File: src/rtl/cwb_pkg.sv
package cwb_pkg;
  typedef enum logic [1:0] {
    COND_LSB    = 2'b00,
    COND_MSB    = 2'b01,
    COND_ZERO   = 2'b10,
    COND_ALWAYS = 2'b11
  } cond_sel_e;

  typedef enum logic [1:0] {
    UPD_NONE     = 2'b00,
    UPD_POST_INC = 2'b01,
    UPD_POST_DEC = 2'b10,
    UPD_PRE_DEC  = 2'b11
  } upd_mode_e;

  localparam int COND_W = 2;
  localparam int MODE_W = 2;
endpackage

File: src/rtl/cwb_ext_decode.sv
module cwb_ext_decode
  import cwb_pkg::*;
#(
  parameter int IDX_W = 4,
  localparam int EXT_W = 1 + COND_W + 1 + 2*IDX_W + 2*MODE_W
) (
  input  logic [EXT_W-1:0] ext,
  output logic             imm_flag,
  output cond_sel_e        cond_sel,
  output logic             negate,
  output logic [IDX_W-1:0] tst_idx,
  output logic [IDX_W-1:0] dst_idx,
  output upd_mode_e        src_mode,
  output upd_mode_e        dst_mode
);
  // Field positions, counted from bit 0 upward
  localparam int DM_LO  = 0;
  localparam int SM_LO  = DM_LO + MODE_W;
  localparam int DST_LO = SM_LO + MODE_W;
  localparam int TST_LO = DST_LO + IDX_W;
  localparam int NEG_B  = TST_LO + IDX_W;
  localparam int CS_LO  = NEG_B + 1;
  localparam int IMM_B  = CS_LO + COND_W;

  always_comb begin
    imm_flag = ext[IMM_B];
    cond_sel = cond_sel_e'(ext[CS_LO +: COND_W]);
    negate   = ext[NEG_B];
    tst_idx  = ext[TST_LO +: IDX_W];
    dst_idx  = ext[DST_LO +: IDX_W];
    src_mode = upd_mode_e'(ext[SM_LO +: MODE_W]);
    dst_mode = upd_mode_e'(ext[DM_LO +: MODE_W]);
  end
endmodule

File: src/rtl/cwb_cond_eval.sv
module cwb_cond_eval
  import cwb_pkg::*;
#(
  parameter int DATA_W = 16
) (
  input  cond_sel_e         sel,
  input  logic              negate,
  input  logic [DATA_W-1:0] tst_val,
  output logic              pass
);
  logic raw;

  always_comb begin
    unique case (sel)
      COND_LSB:    raw = tst_val[0];
      COND_MSB:    raw = tst_val[DATA_W-1];
      COND_ZERO:   raw = (tst_val == '0);
      default:     raw = 1'b1;
    endcase
    pass = raw ^ negate;
  end

  // the always select yields exactly the inverse of the negate bit
  always_comb begin
    if (sel == COND_ALWAYS) begin
      a_r3_always_inverts: assert (pass == !negate);
    end
  end
endmodule

File: src/rtl/cwb_ptr_update.sv
module cwb_ptr_update
  import cwb_pkg::*;
#(
  parameter int DATA_W = 16,
  parameter int STEP   = 1
) (
  input  upd_mode_e         mode,
  input  logic [DATA_W-1:0] cur,
  output logic              upd_en,
  output logic [DATA_W-1:0] next_val,
  output logic [DATA_W-1:0] addr
);
  localparam logic [DATA_W-1:0] STEP_V = DATA_W'(STEP);

  logic [DATA_W-1:0] plus_v;
  logic [DATA_W-1:0] minus_v;

  assign plus_v  = cur + STEP_V;
  assign minus_v = cur - STEP_V;

  always_comb begin
    upd_en   = (mode != UPD_NONE);
    next_val = cur;
    addr     = cur;
    unique case (mode)
      UPD_POST_INC: next_val = plus_v;
      UPD_POST_DEC: next_val = minus_v;
      UPD_PRE_DEC: begin
        next_val = minus_v;
        addr     = minus_v;
      end
      default: ;
    endcase
  end

  // a stepped pointer always moves, and only pre-decrement exposes the new value
  always_comb begin
    if (upd_en) begin
      a_r6_step_moves: assert (next_val != cur);
      a_r6_addr_choice: assert ((addr == next_val) == (mode == UPD_PRE_DEC));
    end
  end
endmodule

File: src/rtl/cwb_out_stage.sv
module cwb_out_stage #(
  parameter int PAY_W = 8
) (
  input  logic             clk,
  input  logic             rst_n,
  input  logic             in_valid,
  output logic             in_ready,
  input  logic [PAY_W-1:0] in_pay,
  output logic             out_valid,
  input  logic             out_ready,
  output logic [PAY_W-1:0] out_pay
);
  logic take;

  assign in_ready = !out_valid || out_ready;
  assign take     = in_valid && in_ready;

  always_ff @(posedge clk or negedge rst_n) begin
    if (!rst_n) begin
      out_valid <= 1'b0;
      out_pay   <= '0;
    end else begin
      if (take) begin
        out_valid <= 1'b1;
        out_pay   <= in_pay;
      end else if (out_ready) begin
        out_valid <= 1'b0;
      end
    end
  end

  // a stalled output holds its content
  a_r10_hold_on_stall: assert property (@(posedge clk) disable iff (!rst_n)
    (out_valid && !out_ready) |=> (out_valid && $stable(out_pay)));

  // an accepted transaction is presented on the next cycle
  a_r10_one_cycle: assert property (@(posedge clk) disable iff (!rst_n)
    (in_valid && in_ready) |=> out_valid);
endmodule

File: src/rtl/cond_wb_unit.sv
module cond_wb_unit
  import cwb_pkg::*;
#(
  parameter int DATA_W  = 16,
  parameter int REG_CNT = 16,
  parameter int IMM_W   = 4,
  parameter int STEP    = 1,
  localparam int IDX_W  = $clog2(REG_CNT),
  localparam int EXT_W  = 1 + COND_W + 1 + 2*IDX_W + 2*MODE_W
) (
  input  logic              clk,
  input  logic              rst_n,
  input  logic              in_valid,
  output logic              in_ready,
  input  logic [EXT_W-1:0]  ext_word,
  input  logic [IDX_W-1:0]  src_idx,
  input  logic [DATA_W-1:0] src_val,
  input  logic [IMM_W-1:0]  opb_field,
  input  logic [DATA_W-1:0] opb_val,
  input  logic [DATA_W-1:0] dst_val,
  input  logic [DATA_W-1:0] tst_val,
  input  logic [DATA_W-1:0] alu_res,
  output logic [IDX_W-1:0]  rd_tst_idx,
  output logic [IDX_W-1:0]  rd_dst_idx,
  output logic              out_valid,
  input  logic              out_ready,
  output logic              cond_pass,
  output logic [DATA_W-1:0] opb_out,
  output logic [DATA_W-1:0] src_addr,
  output logic [DATA_W-1:0] dst_addr,
  output logic              wa_en,
  output logic [IDX_W-1:0]  wa_idx,
  output logic [DATA_W-1:0] wa_data,
  output logic              wb_en,
  output logic [IDX_W-1:0]  wb_idx,
  output logic [DATA_W-1:0] wb_data
);
  localparam int PAY_W = 3 + 5*DATA_W + 2*IDX_W;

  logic             imm_flag, negate, pass_c;
  cond_sel_e        cond_sel;
  upd_mode_e        src_mode, dst_mode;
  logic [IDX_W-1:0] tst_idx, dst_idx;

  cwb_ext_decode #(.IDX_W(IDX_W)) u_dec (
    .ext(ext_word), .imm_flag(imm_flag), .cond_sel(cond_sel), .negate(negate),
    .tst_idx(tst_idx), .dst_idx(dst_idx), .src_mode(src_mode), .dst_mode(dst_mode)
  );

  assign rd_tst_idx = tst_idx;
  assign rd_dst_idx = dst_idx;

  cwb_cond_eval #(.DATA_W(DATA_W)) u_cond (
    .sel(cond_sel), .negate(negate), .tst_val(tst_val), .pass(pass_c)
  );

  // Two pointer updaters: index 0 source, index 1 destination
  upd_mode_e         p_mode [2];
  logic [DATA_W-1:0] p_cur  [2];
  logic              p_en   [2];
  logic [DATA_W-1:0] p_next [2];
  logic [DATA_W-1:0] p_addr [2];

  assign p_mode[0] = src_mode;
  assign p_mode[1] = dst_mode;
  assign p_cur[0]  = src_val;
  assign p_cur[1]  = dst_val;

  for (genvar g = 0; g < 2; g++) begin : g_ptr
    cwb_ptr_update #(.DATA_W(DATA_W), .STEP(STEP)) u_upd (
      .mode(p_mode[g]), .cur(p_cur[g]), .upd_en(p_en[g]),
      .next_val(p_next[g]), .addr(p_addr[g])
    );
  end

  logic [DATA_W-1:0] imm_sx, opb_c, wa_data_c;
  logic              wa_en_c, wb_en_c;

  assign imm_sx = {{(DATA_W-IMM_W){opb_field[IMM_W-1]}}, opb_field};
  assign opb_c  = imm_flag ? imm_sx : opb_val;

  always_comb begin
    // Port A: result on a passed condition, else the destination pointer step
    wa_en_c   = pass_c || p_en[1];
    wa_data_c = pass_c ? alu_res : p_next[1];
    // Port B: source pointer step, yielding to port A on the same register
    wb_en_c   = p_en[0] && !(wa_en_c && (src_idx == dst_idx));
  end

  logic [PAY_W-1:0] pay_in, pay_out;

  assign pay_in = {pass_c, opb_c, p_addr[0], p_addr[1],
                   wa_en_c, dst_idx, wa_data_c,
                   wb_en_c, src_idx, p_next[0]};

  cwb_out_stage #(.PAY_W(PAY_W)) u_out (
    .clk(clk), .rst_n(rst_n), .in_valid(in_valid), .in_ready(in_ready),
    .in_pay(pay_in), .out_valid(out_valid), .out_ready(out_ready), .out_pay(pay_out)
  );

  assign {cond_pass, opb_out, src_addr, dst_addr,
          wa_en, wa_idx, wa_data,
          wb_en, wb_idx, wb_data} = pay_out;

  // the two write ports never target one register together
  a_r8_ports_distinct: assert property (@(posedge clk) disable iff (!rst_n)
    (out_valid && wa_en && wb_en) |-> (wa_idx != wb_idx));

  // a passed condition always produces a port A write
  a_r4_pass_writes: assert property (@(posedge clk) disable iff (!rst_n)
    (out_valid && cond_pass) |-> wa_en);

  // a stalled handshake refuses new input
  a_r10_stall_blocks: assert property (@(posedge clk) disable iff (!rst_n)
    (out_valid && !out_ready) |-> !in_ready);
endmodule

File: config.mk
export PLATFORM = sky130hd
export DESIGN_NAME = cond_wb_unit
export DESIGN_NICKNAME = d
export VERILOG_FILES = /design/src/rtl/cwb_pkg.sv /design/src/rtl/cwb_ext_decode.sv /design/src/rtl/cwb_cond_eval.sv /design/src/rtl/cwb_ptr_update.sv /design/src/rtl/cwb_out_stage.sv /design/src/rtl/cond_wb_unit.sv
export SDC_FILE = /design/constraint.sdc
export NUM_CORES = 1
export LEC_CHECK = 0
export BUFFER_PORTS_ARGS = -buffer_cell sky130_fd_sc_hd__buf_2
export CAP_MARGIN = 20
export CORE_MARGIN = 4
export CORE_UTILIZATION = 50
export CTS_CLUSTER_DIAMETER = 100
export DETAILED_ROUTE_END_ITERATION = 12
export PLACE_DENSITY = 0.81
export REMOVE_ABC_BUFFERS = 1
export SYNTH_ARGS = -nofsm -noshare
export SYNTH_HDL_FRONTEND = slang
export SYNTH_SLANG_ARGS = --single-unit
export TNS_END_PERCENT = 50
File: constraint.sdc
create_clock -name clk -period 3.2 [get_ports clk]
set_input_delay 0.16 -clock clk [delete_from_list [all_inputs] [get_ports clk]]
set_output_delay 0.16 -clock clk [all_outputs]
set_load 0.005 [all_outputs]
# After elaboration in Yosys (flattened, before gate mapping)
# Index checks and enable logic that the tools add are counted.
# W data, S select, Z words.
# word_totals
ff_bits	92
out_inout_bits	101
in_bits	108
# classes
n_mux	9
n_eq_ne	9
bitwise	1
n_addsub	4
n_reduce_logical	14
# ops
op	n
$mux W16	4
$pmux W16 S2	2
$add A16 B1 Y16 const B	2
$sub A16 B1 Y16 const B	2
$logic_not A16 Y1	1
$eq A2 B2 Y1 const B	5
$eq A2 B1 Y1 const B	3
$reduce_bool A2 Y1	3
$eq A4 B4 Y1	1
$reduce_or A2 Y1	2
$logic_and A1 B1 Y1	3
$pmux W1 S3	1
$logic_not A1 Y1	2
$logic_not A2 Y1	1
$logic_or A1 B1 Y1	2
$mux W1	2
$xor A1 B1 Y1	1

# Longest topological paths before layout
# Gate-level depths: netlist of the first run.
# logic_depth
ltp_word	7
mapped_depth	8
mapped_depth_nobuf	7

# Cells and area by module
# Synthesis of the first run repeated with hierarchy kept, for this count alone.
# hier_totals
cells_unflattened	521
area_unflattened_um2	6148.4
# modules_own_cells
mod	instances	cells_each	seq_area_each_um2	area_each_um2
cwb_out_stage	1	195	2302.2	3885.0
cwb_ptr_update (g_ptr[0].u_upd)	1	121	0.0	830.8
cwb_ptr_update (g_ptr[1].u_upd)	1	118	0.0	813.3
cond_wb_unit	1	60	0.0	425.4
cwb_ext_decode	1	16	0.0	120.1
cwb_cond_eval	1	11	0.0	73.8

# Least setup slack after synthesis of the first run
# Ideal clock, no wire load.
# synth_path
path_kind	in2reg
startpoint	input port dst_val[6]
endpoint	register u_out.out_pay[30]
required_ns	3.058
setup_time_ns	0.142
path_slack_ns	1.391
arrival_ns	1.667
stages	7
cell_sequence	buf_6 or4_4 buf_6 or4_4 a21o_1 o211ai_2 a31oi_2
# synth_between
elab_chain_len	3
elab_cells_between_ends	4
classes_between	add/sub (2); mux (2)
# synth_rtl
item	line	rtl
start, declared	cond_wb_unit.sv:20	input logic [DATA_W-1:0] dst_val,
$sub A16 B1 Y16 or $add A16 B1 Y16 (tied branches)	cwb_ptr_update.sv:19, cwb_ptr_update.sv:18	
$pmux W16 S2 *	cwb_ptr_update.sv:25	unique case (mode)
$mux W16 *	cond_wb_unit.sv:85	wa_data_c = pass_c ? alu_res : p_next[1];
end signal, assigned	cwb_out_stage.sv:25	out_pay <= in_pay;
end, declared	cwb_out_stage.sv:11	output logic [PAY_W-1:0] out_pay
# Every way passes the cells marked *; elsewhere a longest branch is shown, timed or not.
# A chain may end at the register's enable or synchronous reset.

# Worst setup path after layout of the first run
# layout_path
startpoint	register u_out.out_valid
endpoint	register u_out.out_pay[26]
# layout_between
elab_chain_len	3
# layout_rtl
item	line	rtl
start, declared	cwb_out_stage.sv:9	output logic out_valid,
start signal, assigned	cwb_out_stage.sv:20	out_valid <= 1'b0;
start signal, assigned	cwb_out_stage.sv:24	out_valid <= 1'b1;
start signal, assigned	cwb_out_stage.sv:27	out_valid <= 1'b0;
$logic_not A1 Y1	cwb_out_stage.sv:15	assign in_ready = !out_valid || out_ready;
$logic_or A1 B1 Y1	cwb_out_stage.sv:15	
$logic_and A1 B1 Y1	cwb_out_stage.sv:16	assign take = in_valid && in_ready;
# No other way between the ends.

==> run_results.csv, run 1 <==
group,metric,value,unit
drt,wl_per_cell,16.54,um
timing,finalMaxSlewViolations,0,
setup_path,rrSetupSlack,1.36,ns
clock_network,cts_tree,"yes",
drt,detail_route.first_pass.iterations,5,
timing,rsz0062_at_grt,"false",
pwr,power_density,436.5,nW/um2
setup_path,reg2reg_to,"u_out.out_pay[26]$_DFFE_PN0P_",
setup_path,worstPathRequired,3.51,ns
final_layout,area_delta_synth_final,22.33,%
setup_path,critPathMaxStageDelay,0.42,ns
timing,hold_viol_final,0,
global_route,grt_first_pass_wirelength,25670,um
timing,fin_skew,0.007383,ns
logic_synthesis,synth_flop_cell,"dfrtp_1",
setup_path,worstPathMaxFanout,34,
die,row_count,37,
pwr,clkPwrFrac,27.3,%
clock_network,cts_buffers,9,
clock_network,h-tree-depth,3,
logic_synthesis,ys_seq_area_share,42.10,%
setup_path,worst-r2r-cell-count,5,
die,die_x,112.6,um
pwr,p_leak,3.056,nW
pwr,power_frac_seq,48.4,%
hold_path,min-delay-start,"ext_word[7]",
final_layout,fillerInstances,895,
clock_network,cts_sinks,92,
run,maxCapViolations,0,
timing,slew_headroom,45.58,%
logic_synthesis,synth_warnings,0,
drt,finalWirelength,15880,um
placement,gp_congestion,0.9289,
die,core,10510,um2
pwr,p_int,2.018,mW
logic_synthesis,synth.most_common_cell,"nand2_1",
global_route,grt_max_degree,80,
die,fp.dieH,112.6,um
die,ios,209,
setup_path,slowest_stage,"and2_1",
timing,fin_crit_sh,57.57,%
logic_synthesis,syn_inst,656,
outcome,run_status,"finished clean",
setup_path,critPathArrivalTime,2.15,ns
clock_network,root_buffer,"clkbuf_8",
setup_path,r2r-start,"u_out.out_valid$_DFFE_PN0P_",
die,dieArea,12680,um2
hold_path,holdCritPathClass,"primary input to flip-flop",
die,start_util,52.04,%
hold_path,holdPathStages,3,
logic_synthesis,netlist.area_leader.share,42.10,%
drt,via_per_inst,5.698,
logic_synthesis,ys_top_cells_by_area,"dfrtp_1, nand2_1, o21ai_0",
global_route,first_global_vias,5195,
setup_path,end_kind,"flip-flop",
placement,dpl.hpwl,11710,um
logic_synthesis,ys_types,57,
timing,fin_crit,1.842,ns
timing,tightest_slew,0.8163,ns
timing,fmax,542.8,MHz
pwr,peakVddDrop,0.2201,mV
logic_synthesis,synth-edff-count,0,
pwr,switching_share,30.91,%
timing,fin_tns_setup,0,ns
logic_synthesis,syn_area,5469,um2
logic_synthesis,syn-mean-instance-area,8.337,um2
drt,dr_total_vias,5470,
setup_path,worstSetupPathType,"flip-flop to flip-flop",
setup_path,cp-start-kind,"flip-flop",
placement,pre_cts_slack,1.145,ns
clock_network,clock_latency,0.37,ns
pwr,power.switching,0.9026,mW
clock_network,path_clk_slew,0.09,ns
logic_synthesis,async_reset_ff_share,100.0,%
logic_synthesis,synth_top_cells_by_count,"nand2_1, dfrtp_1, o21ai_0",
logic_synthesis,yosys.area.top_type,"dfrtp_1",
global_route,antenna_found_initial,0,
timing,layout_setup_ws,1.358,ns
global_route,grt.total_usage,24.87,%
timing,setup_violations,0,
final_layout,drive_above_1_share,28.76,%
drt,drt_iter0_drc,482,
drt,final_antenna_net_count,0,
setup_path,path_cells,"nand2b_1 > and2_1 > buf_4 > o221ai_1 > nand3_1",
global_route,grt_overflow,0,
drt,drc_errors,0,
pwr,pwr-share-comb,24.3,%
clock_network,clk_path_buf_depth,2,
final_layout,antenna_cells,0,
final_layout,nets,931,
placement,io_buffers,200,
logic_synthesis,yosys_register_bits,92,
hold_path,min_to,"u_out.out_pay[40]$_DFFE_PN0P_",
-- worst max-delay path, delay by kind of cell (launching register included) --
family | cells | cell delay [ns]
DFF | 1 | 0.39
and+or+nand+nor | 3 | 0.71
AOI/OAI and AO/OA | 1 | 0.25
buffers and inverters | 1 | 0.41
-- sequential cells by signal (all words and copies together) (netlist names) --
register	count
u_out.out_valid	1
u_out.out_pay	91
-- placed cells by master, fill, tap and decap left out, types with 6 or more instances in the layout --
| cell type | netlist | routed |
|---|---|---|
| nand4_1 | 17 | 17 |
| or3_1 | 7 | 7 |
| and3_1 | 10 | 10 |
| and2_1 | 7 | 7 |
| buf_4 | 8 | 6 |
| inv_1 | 12 | 12 |
| a21oi_1 | 21 | 21 |
| dlygate4sd3_1 | 0 | 7 |
| xnor2_1 | 36 | 36 |
| o21ai_1 | 7 | 7 |
| dfrtp_1 | 92 | 92 |
| clkbuf_8 | 0 | 10 |
| a31oi_1 | 16 | 16 |
| buf_2 | 6 | 199 |
| nor3_1 | 13 | 13 |
| nor4_1 | 11 | 11 |
| nand3_1 | 31 | 31 |
| xor2_1 | 18 | 18 |
| nor2_1 | 40 | 40 |
| o21ai_0 | 75 | 75 |
| nand2_1 | 110 | 109 |
| o22ai_1 | 7 | 7 |
-- logic make-up after synthesis --
kind of cell | after synthesis | share of synthesized area [%]
muxes | 3 | 0.5491
and+or+nand+nor | 278 | 25.39
adders and majority gates | 4 | 0.9152
AOI/OAI and AO/OA | 152 | 16.43
DFF | 92 | 42.10
xor gates and xnor gates | 54 | 8.648
buffers and inverters | 73 | 5.971
-- timing repair --
| action | 4_1_cts | 5_1_grt |
|---|---|---|
| hold endpoints to repair | 46 | 0 |
| resized for setup | 0 | 0 |
| hold buffers | 7 | 0 |
| buffers inserted | 0 | 0 |
-- stage by stage --
stage	instance area [um2]	util (%)	instances	hold slack [ns]	power [mW]
after detailed placement	6406	60.96	936	0.3200	2.141
final	6690	63.66	960	0.02053	2.920
after floorplan	5187	-	595	-0.1356	1.735
after CTS	6670	63.47	959	0.0006347	2.949
after global placement	6406	60.96	936	0.3200	2.112
after global routing	6690	63.66	960	0.01168	3.100
-- power by group through the flow --
stage / Combinational, mW / Clock (mW) / Sequential, mW
6_report: 0.708 / 0.798 / 1.41
5_1_grt: 0.794 / 0.870 / 1.44
4_1_cts: 0.711 / 0.823 / 1.42
3_5_place_dp: 0.704 / 0 / 1.44
3_3_place_gp: 0.685 / 0 / 1.43
2_1_floorplan: 0.286 / 0 / 1.45
-- area by class of cell --
type,count,area (um2),share of cell area [%]
Inverter,12,45.04,0.6733
Multi-Input combinational cell,491,2848,42.57
Sequential cell,92,2302,34.41
Tap cell,136,170.2,2.543
Clock inverter,4,48.80,0.7294
Clock buffer,12,145.1,2.169
Timing Repair Buffer,213,1131,16.91
-- worst max-delay path by stage --
stage / start / endpoint / cells past startpoint
2_1_floorplan: u_out.out_valid$_DFFE_PN0P_ / u_out.out_pay[36]$_DFFE_PN0P_ / 5
3_3_place_gp: tst_val[9] / u_out.out_pay[30]$_DFFE_PN0P_ / 6
3_5_place_dp: tst_val[0] / u_out.out_pay[33]$_DFFE_PN0P_ / 6
4_1_cts: u_out.out_valid$_DFFE_PN0P_ / u_out.out_pay[26]$_DFFE_PN0P_ / 5
5_1_grt: u_out.out_valid$_DFFE_PN0P_ / u_out.out_pay[26]$_DFFE_PN0P_ / 5
6_report: u_out.out_valid$_DFFE_PN0P_ / u_out.out_pay[26]$_DFFE_PN0P_ / 5
-- metal layers --
layer,track usage (%),share of wire (%)
met1,32.99,40
met2,40.28,47
met3,5.822,11
met4,8.093,1.7
met5,0,0
Note: power is estimated with default switching activity, not from simulation.
==> run 2: changes to the inputs <==
- CORE_UTILIZATION: 50 -> 45
- PLACE_DENSITY: 0.81 -> 0.77
- clock period: 3.2 -> 1.52 ns (I/O delays scaled with it)
==> run 2 against run 1 <==
Net effect:
- die area is 10% higher
- cell area is 12% higher
- worst setup slack worse by 1.2 ns
- count of clock-buffer cells in the layout is 1 lower
- via count is 3.4% higher
- clock skew hardly changed
- largest power group unchanged
- critical path type unchanged
- non-clock buffer count is 79 higher
- global-route usage is 1.8 points lower
- largest cell class unchanged
- maximum frequency is 35% higher
- clock power grew to 2.8 times the previous value
==> run_results.csv, run 2 (same netlist as run 1, synthesis figures left out) <==
group,metric,value,unit
outcome,run_status,"finished clean",
clock_network,path_clk_slew,0.06,ns
global_route,grt_first_pass_wirelength,26510,um
pwr,p_int,4.857,mW
pwr,power.switching,1.990,mW
final_layout,layout_common_cells,"buf_2, nand2_1, dfrtp_1, o21ai_0, buf_4",
die,fp.dieH,118.2,um
run,maxCapViolations,0,
die,core,11960,um2
timing,fmax,733.4,MHz
drt,final_antenna_net_count,0,
pwr,power_frac_seq,43.5,%
die,start_util,45.72,%
clock_network,clock_latency,0.34,ns
drt,via_per_inst,5.393,
setup_path,end_kind,"flip-flop",
timing,hold_viol_final,0,
timing,fin_crit,1.364,ns
die,die_x,118.2,um
global_route,first_global_vias,5489,
drt,detail_route.first_pass.iterations,5,
pwr,pwr-share-comb,24.4,%
setup_path,worstPathRequired,1.78,ns
timing,fin_tns_setup,0,ns
drt,dr_wl_met3,1088,um
final_layout,reg.largest.list,"u_out.out_pay x91, u_out.out_valid x1",
setup_path,worstPathMaxFanout,14,
placement,pre_cts_slack,-0.1694,ns
die,row_count,40,
setup_path,critPathArrivalTime,1.62,ns
clock_network,cts_buffers,9,
drt,wl_met1,6895,um
global_route,grt.total_usage,23.08,%
timing,finalMaxSlewViolations,0,
pwr,finalPower,6.846,mW
timing,fin_skew,0.007831,ns
clock_network,hold_buffers,14,
drt,dr.max_layer_used,"met5",
timing,rsz0062_at_grt,"false",
placement,io_buffers,200,
die,dieArea,13980,um2
setup_path,cp-start-kind,"flip-flop",
placement,dpl.hpwl,12540,um
drt,dr_total_vias,5657,
timing,slew_headroom,65.11,%
global_route,grt_max_degree,50,
final_layout,largest_register_ffs,91,
clock_network,post_cts_buffers,0,
die,ios,209,
drt,drt_iter0_drc,361,
drt,drc_errors,0,
timing,setup_violations,0,
placement,gp_congestion,0.9300,
final_layout,regMostFlops,"u_out.out_pay",
drt,finalWirelength,16210,um
final_layout,nets,1010,
global_route,antenna_found_initial,1,
global_route,grt_overflow,0,
clock_network,clk_path_buf_depth,2,
final_layout,antenna_cells,0,
drt,wl_per_cell,15.45,um
setup_path,worstSetupPathType,"flip-flop to flip-flop",
final_layout,finish.utilization,62.43,%
clock_network,h-tree-depth,3,
final_layout,final_common_cell,"buf_2",
pwr,switching_share,29.06,%
drt,met2_length,7847,um
final_layout,drive_above_1_share,34.15,%
clock_network,root_buffer,"clkbuf_16",
final_layout,area_delta_synth_final,36.54,%
pwr,peakVddDrop,0.5582,mV
pwr,p_leak,3.494,nW
pwr,power_density,916.9,nW/um2
pwr,clkPwrFrac,32.1,%
timing,fin_crit_sh,89.71,%
timing,tightest_slew,0.5189,ns
timing,layout_setup_ws,0.1564,ns
clock_network,cts.repair.resized,0,
clock_network,cts_tree,"yes",
hold_path,holdCritPathClass,"primary input to flip-flop",
clock_network,cts_sinks,92,
## run 2: layer usage
layer  up-vias  track usage (%)
met5         -                0
met4         2            8.132
met3        29            4.115
met2       221            39.51
met1      2634            29.30
li1       2771                -
## run 2: per-stage QoR
stage	cell area (um2)	hold WS, ns	cells
after floorplan	5187	-0.2196	595
after global placement	7043	-0.01691	1020
after detailed placement	7043	-0.02107	1020
after CTS	7467	0.003007	1049
after global routing	7467	0.01624	1049
final	7467	0.01274	1049
## run 2: path summary, 6_finish.rpt
path | start | slack [ns] | depth (start not counted) | endpoint
hold / removal | alu_res[6] | 0.01 | 3 | u_out.out_pay[27]$_DFFE_PN0P_
setup reg to reg | u_out.out_valid$_DFFE_PN0P_ | 0.16 | 5 | u_out.out_pay[22]$_DFFE_PN0P_
max in group asynchronous | rst_n | 0.78 | 3 | u_out.out_pay[34]$_DFFE_PN0P_
hold reg to reg | u_out.out_pay[38]$_DFFE_PN0P_ | 0.47 | 2 | u_out.out_pay[38]$_DFFE_PN0P_
min in group asynchronous | rst_n | 0.17 | 2 | u_out.out_pay[12]$_DFFE_PN0P_
setup / recovery | u_out.out_valid$_DFFE_PN0P_ | 0.16 | 5 | u_out.out_pay[22]$_DFFE_PN0P_
## run 2: power groups by stage
stage                     clock network (mW)  registers [mW]  logic, mW
after floorplan                            0            3.05      0.602
after global placement                     0            3.01       1.62
after detailed placement                   0            3.02       1.66
after CTS                               2.23            2.99       1.69
after global routing                    2.35            3.03       1.86
final                                   2.20            2.98       1.67
## run 2: layout make-up
class,instances,area [um2]
Fill cell,1034,4494
Multi-Input combinational cell,491,2848
Sequential cell,92,2302
Timing Repair Buffer,292,1804
Clock buffer,11,232.7
Tap cell,147,183.9
Clock inverter,4,51.30
Inverter,12,45.04
## run 2: worst max-delay path, cell delays in order, from the launching register on
cell and delay (ns):
dfrtp_1 0.38, nand2b_1 0.18, and2_1 0.28, buf_4 0.24, nor2_1 0.07, a31oi_1 0.14
==> run 3: changes to the inputs <==
- CORE_ASPECT_RATIO: default -> 0.6
- SKIP_LAST_GASP: default -> 1
==> run 3 against run 2 <==
Net effect:
- via count grew 0.74%
- sequential power is essentially flat
- worst setup slack lost 0.033 ns
- wire length grew 5.2%
- largest cell class unchanged
- count of clock-buffer cells in the layout shrank 1
- register-to-register slack lost 0.03 ns
- sequential share of layout area shrank 0.72 points
- total power grew 2.6%
- cell area grew 2.4%
- largest power group unchanged
- combinational power grew 2%
==> run_results.csv, run 3 (same netlist as run 1, synthesis figures left out) <==
group,metric,value,unit
outcome,run_status,"finished clean",
final_layout,area_delta_synth_final,39.81,%
final_layout,regMostFlops,"u_out.out_pay",
timing,fin_crit,1.397,ns
die,ios,209,
clock_network,cts_tree,"yes",
setup_path,worstPathRequired,1.73,ns
pwr,switching_share,29.61,%
global_route,grt_overflow,0,
die,row_count,30,
clock_network,h-tree-depth,3,
setup_path,critPathArrivalTime,1.61,ns
pwr,p_int,4.946,mW
setup_path,critPathMaxStageDelay,0.37,ns
global_route,grt.total_usage,24.51,%
placement,dpl.hpwl,12920,um
global_route,grt_max_degree,46,
pwr,pwr-share-comb,24.4,%
pwr,power_density,919.1,nW/um2
setup_path,end_kind,"flip-flop",
drt,final_antenna_net_count,0,
setup_path,cp-start-kind,"flip-flop",
clock_network,path_clk_slew,0.07,ns
die,core,11600,um2
pwr,power_frac_seq,42.5,%
final_layout,fin_cells,1076,
global_route,first_global_vias,5364,
clock_network,cts_sinks,92,
pwr,power.switching,2.081,mW
timing,hold_viol_final,0,
drt,via_per_inst,5.296,
timing,finalMaxSlewViolations,0,
die,die_x,150.3,um
timing,hold_ws,0.01759,ns
timing,fin_skew,0.005370,ns
placement,io_buffers,200,
final_layout,antenna_cells,0,
timing,tightest_slew,0.5897,ns
pwr,p_leak,3.571,nW
die,start_util,47.15,%
pwr,finalPower,7.027,mW
final_layout,nets,1023,
die,dieArea,14040,um2
clock_network,clock_latency,0.34,ns
clock_network,clk_path_buf_depth,2,
timing,rsz0062_at_grt,"true",
drt,wl_per_cell,15.85,um
placement,dpl.cell_count,1037,
drt,finalWirelength,17050,um
setup_path,slowest_stage,"dfrtp_1",
final_layout,layout_common_cells,"buf_2, nand2_1, dfrtp_1, buf_4, o21ai_0",
drt,detail_route.first_pass.iterations,5,
hold_path,holdCritPathClass,"primary input to flip-flop",
timing,fmax,716.1,MHz
timing,fin_tns_setup,0,ns
pwr,peakVddDrop,0.5263,mV
final_layout,drive_above_1_share,34.61,%
final_layout,final_cell_area,7646,um2
pwr,clkPwrFrac,33.1,%
die,fp.dieH,93.40,um
drt,dr_total_vias,5699,
placement,gp_congestion,0.9245,
timing,setup_violations,0,
global_route,antenna_found_initial,0,
clock_network,root_buffer,"clkbuf_16",
final_layout,reg.largest.list,"u_out.out_pay x91, u_out.out_valid x1",
setup_path,path_cells,"nand2b_1 > nand2_4 > buf_4 > nor2_1 > a21oi_1 > a31oi_1",
drt,drt_iter0_drc,412,
final_layout,final_common_cell,"buf_2",
global_route,grt_first_pass_wirelength,27520,um
setup_path,worstSetupPathType,"flip-flop to flip-flop",
timing,fin_crit_sh,91.88,%
timing,slew_headroom,60.69,%
clock_network,cts_buffers,9,
final_layout,largest_register_ffs,91,
drt,drc_errors,0,
placement,place_area,7089,um2
run,maxCapViolations,0,
setup_path,worstPathMaxFanout,21,
run 3: metrics by stage:
stage                     worst slack (ns)  util (%)
after detailed placement           -0.2629     61.12
final                               0.1235     65.92
after global routing             -0.004825     65.92
after floorplan                     -1.525         -
after CTS                           0.1028     65.67
after global placement             -0.1872     61.12
run 3: timing repair:
| action | CTS | global route |
|---|---|---|
| endpoints found under the hold margin | 48 | 0 |
| gates resized for setup | 0 | 2 |
| hold buffers | 22 | 0 |
| setup endpoints to repair | 0 | 28 |
| buffers inserted | 0 | 1 |
run 3: cell type report:
cell class / instances / area, um2
fillers: 941 / 3953
multi-input cells: 491 / 2853
flip-flops and latches: 92 / 2302
repair buffers: 305 / 1938
clock buffers: 10 / 239.0
well taps: 160 / 200.2
clock inverters: 6 / 68.82
inverters: 12 / 45.04
run 3: worst paths after layout:
kind                                          startpoint                       endpoint  slack [ns]  depth (start not counted)
max reg2reg                  u_out.out_valid$_DFFE_PN0P_  u_out.out_pay[20]$_DFFE_PN0P_        0.12                          6
min in group asynchronous                          rst_n  u_out.out_pay[79]$_DFFE_PN0P_        0.21                          2
min reg2reg                u_out.out_pay[88]$_DFFE_PN0P_  u_out.out_pay[88]$_DFFE_PN0P_        0.47                          2
min                                          alu_res[13]  u_out.out_pay[34]$_DFFE_PN0P_        0.02                          3
max                          u_out.out_valid$_DFFE_PN0P_  u_out.out_pay[20]$_DFFE_PN0P_        0.12                          6
max in group asynchronous                          rst_n  u_out.out_pay[28]$_DFFE_PN0P_        0.76                          3
run 3: routing by layer:
| metal | wire length, um | up-vias | GRT usage, % |
|---|---|---|---|
| li1 | - | 2809 | - |
| met1 | 8337 | 2643 | 38.20 |
| met2 | 7121 | 233 | 34.29 |
| met3 | 1444 | 14 | 5.908 |
| met4 | 147 | 0 | 4.718 |
| met5 | 0 | - | 0 |
run 3: critical path: cells and delay by family (launching register included):
kind	cells	cell delay (ns)
flip-flops	1	0.37
buffers and inverters	1	0.23
AO/OA/AOI/OAI	2	0.21
AND/OR/NAND/NOR	3	0.46
run 3: power by group through the flow:
stage | clock, mW | combinational (mW) | sequential [mW]
final | 2.33 | 1.71 | 2.99
after global routing | 2.48 | 1.92 | 3.02
after CTS | 2.40 | 1.71 | 2.98
after detailed placement | 0 | 1.67 | 3.02
after global placement | 0 | 1.62 | 3.02
after floorplan | 0 | 0.602 | 3.05
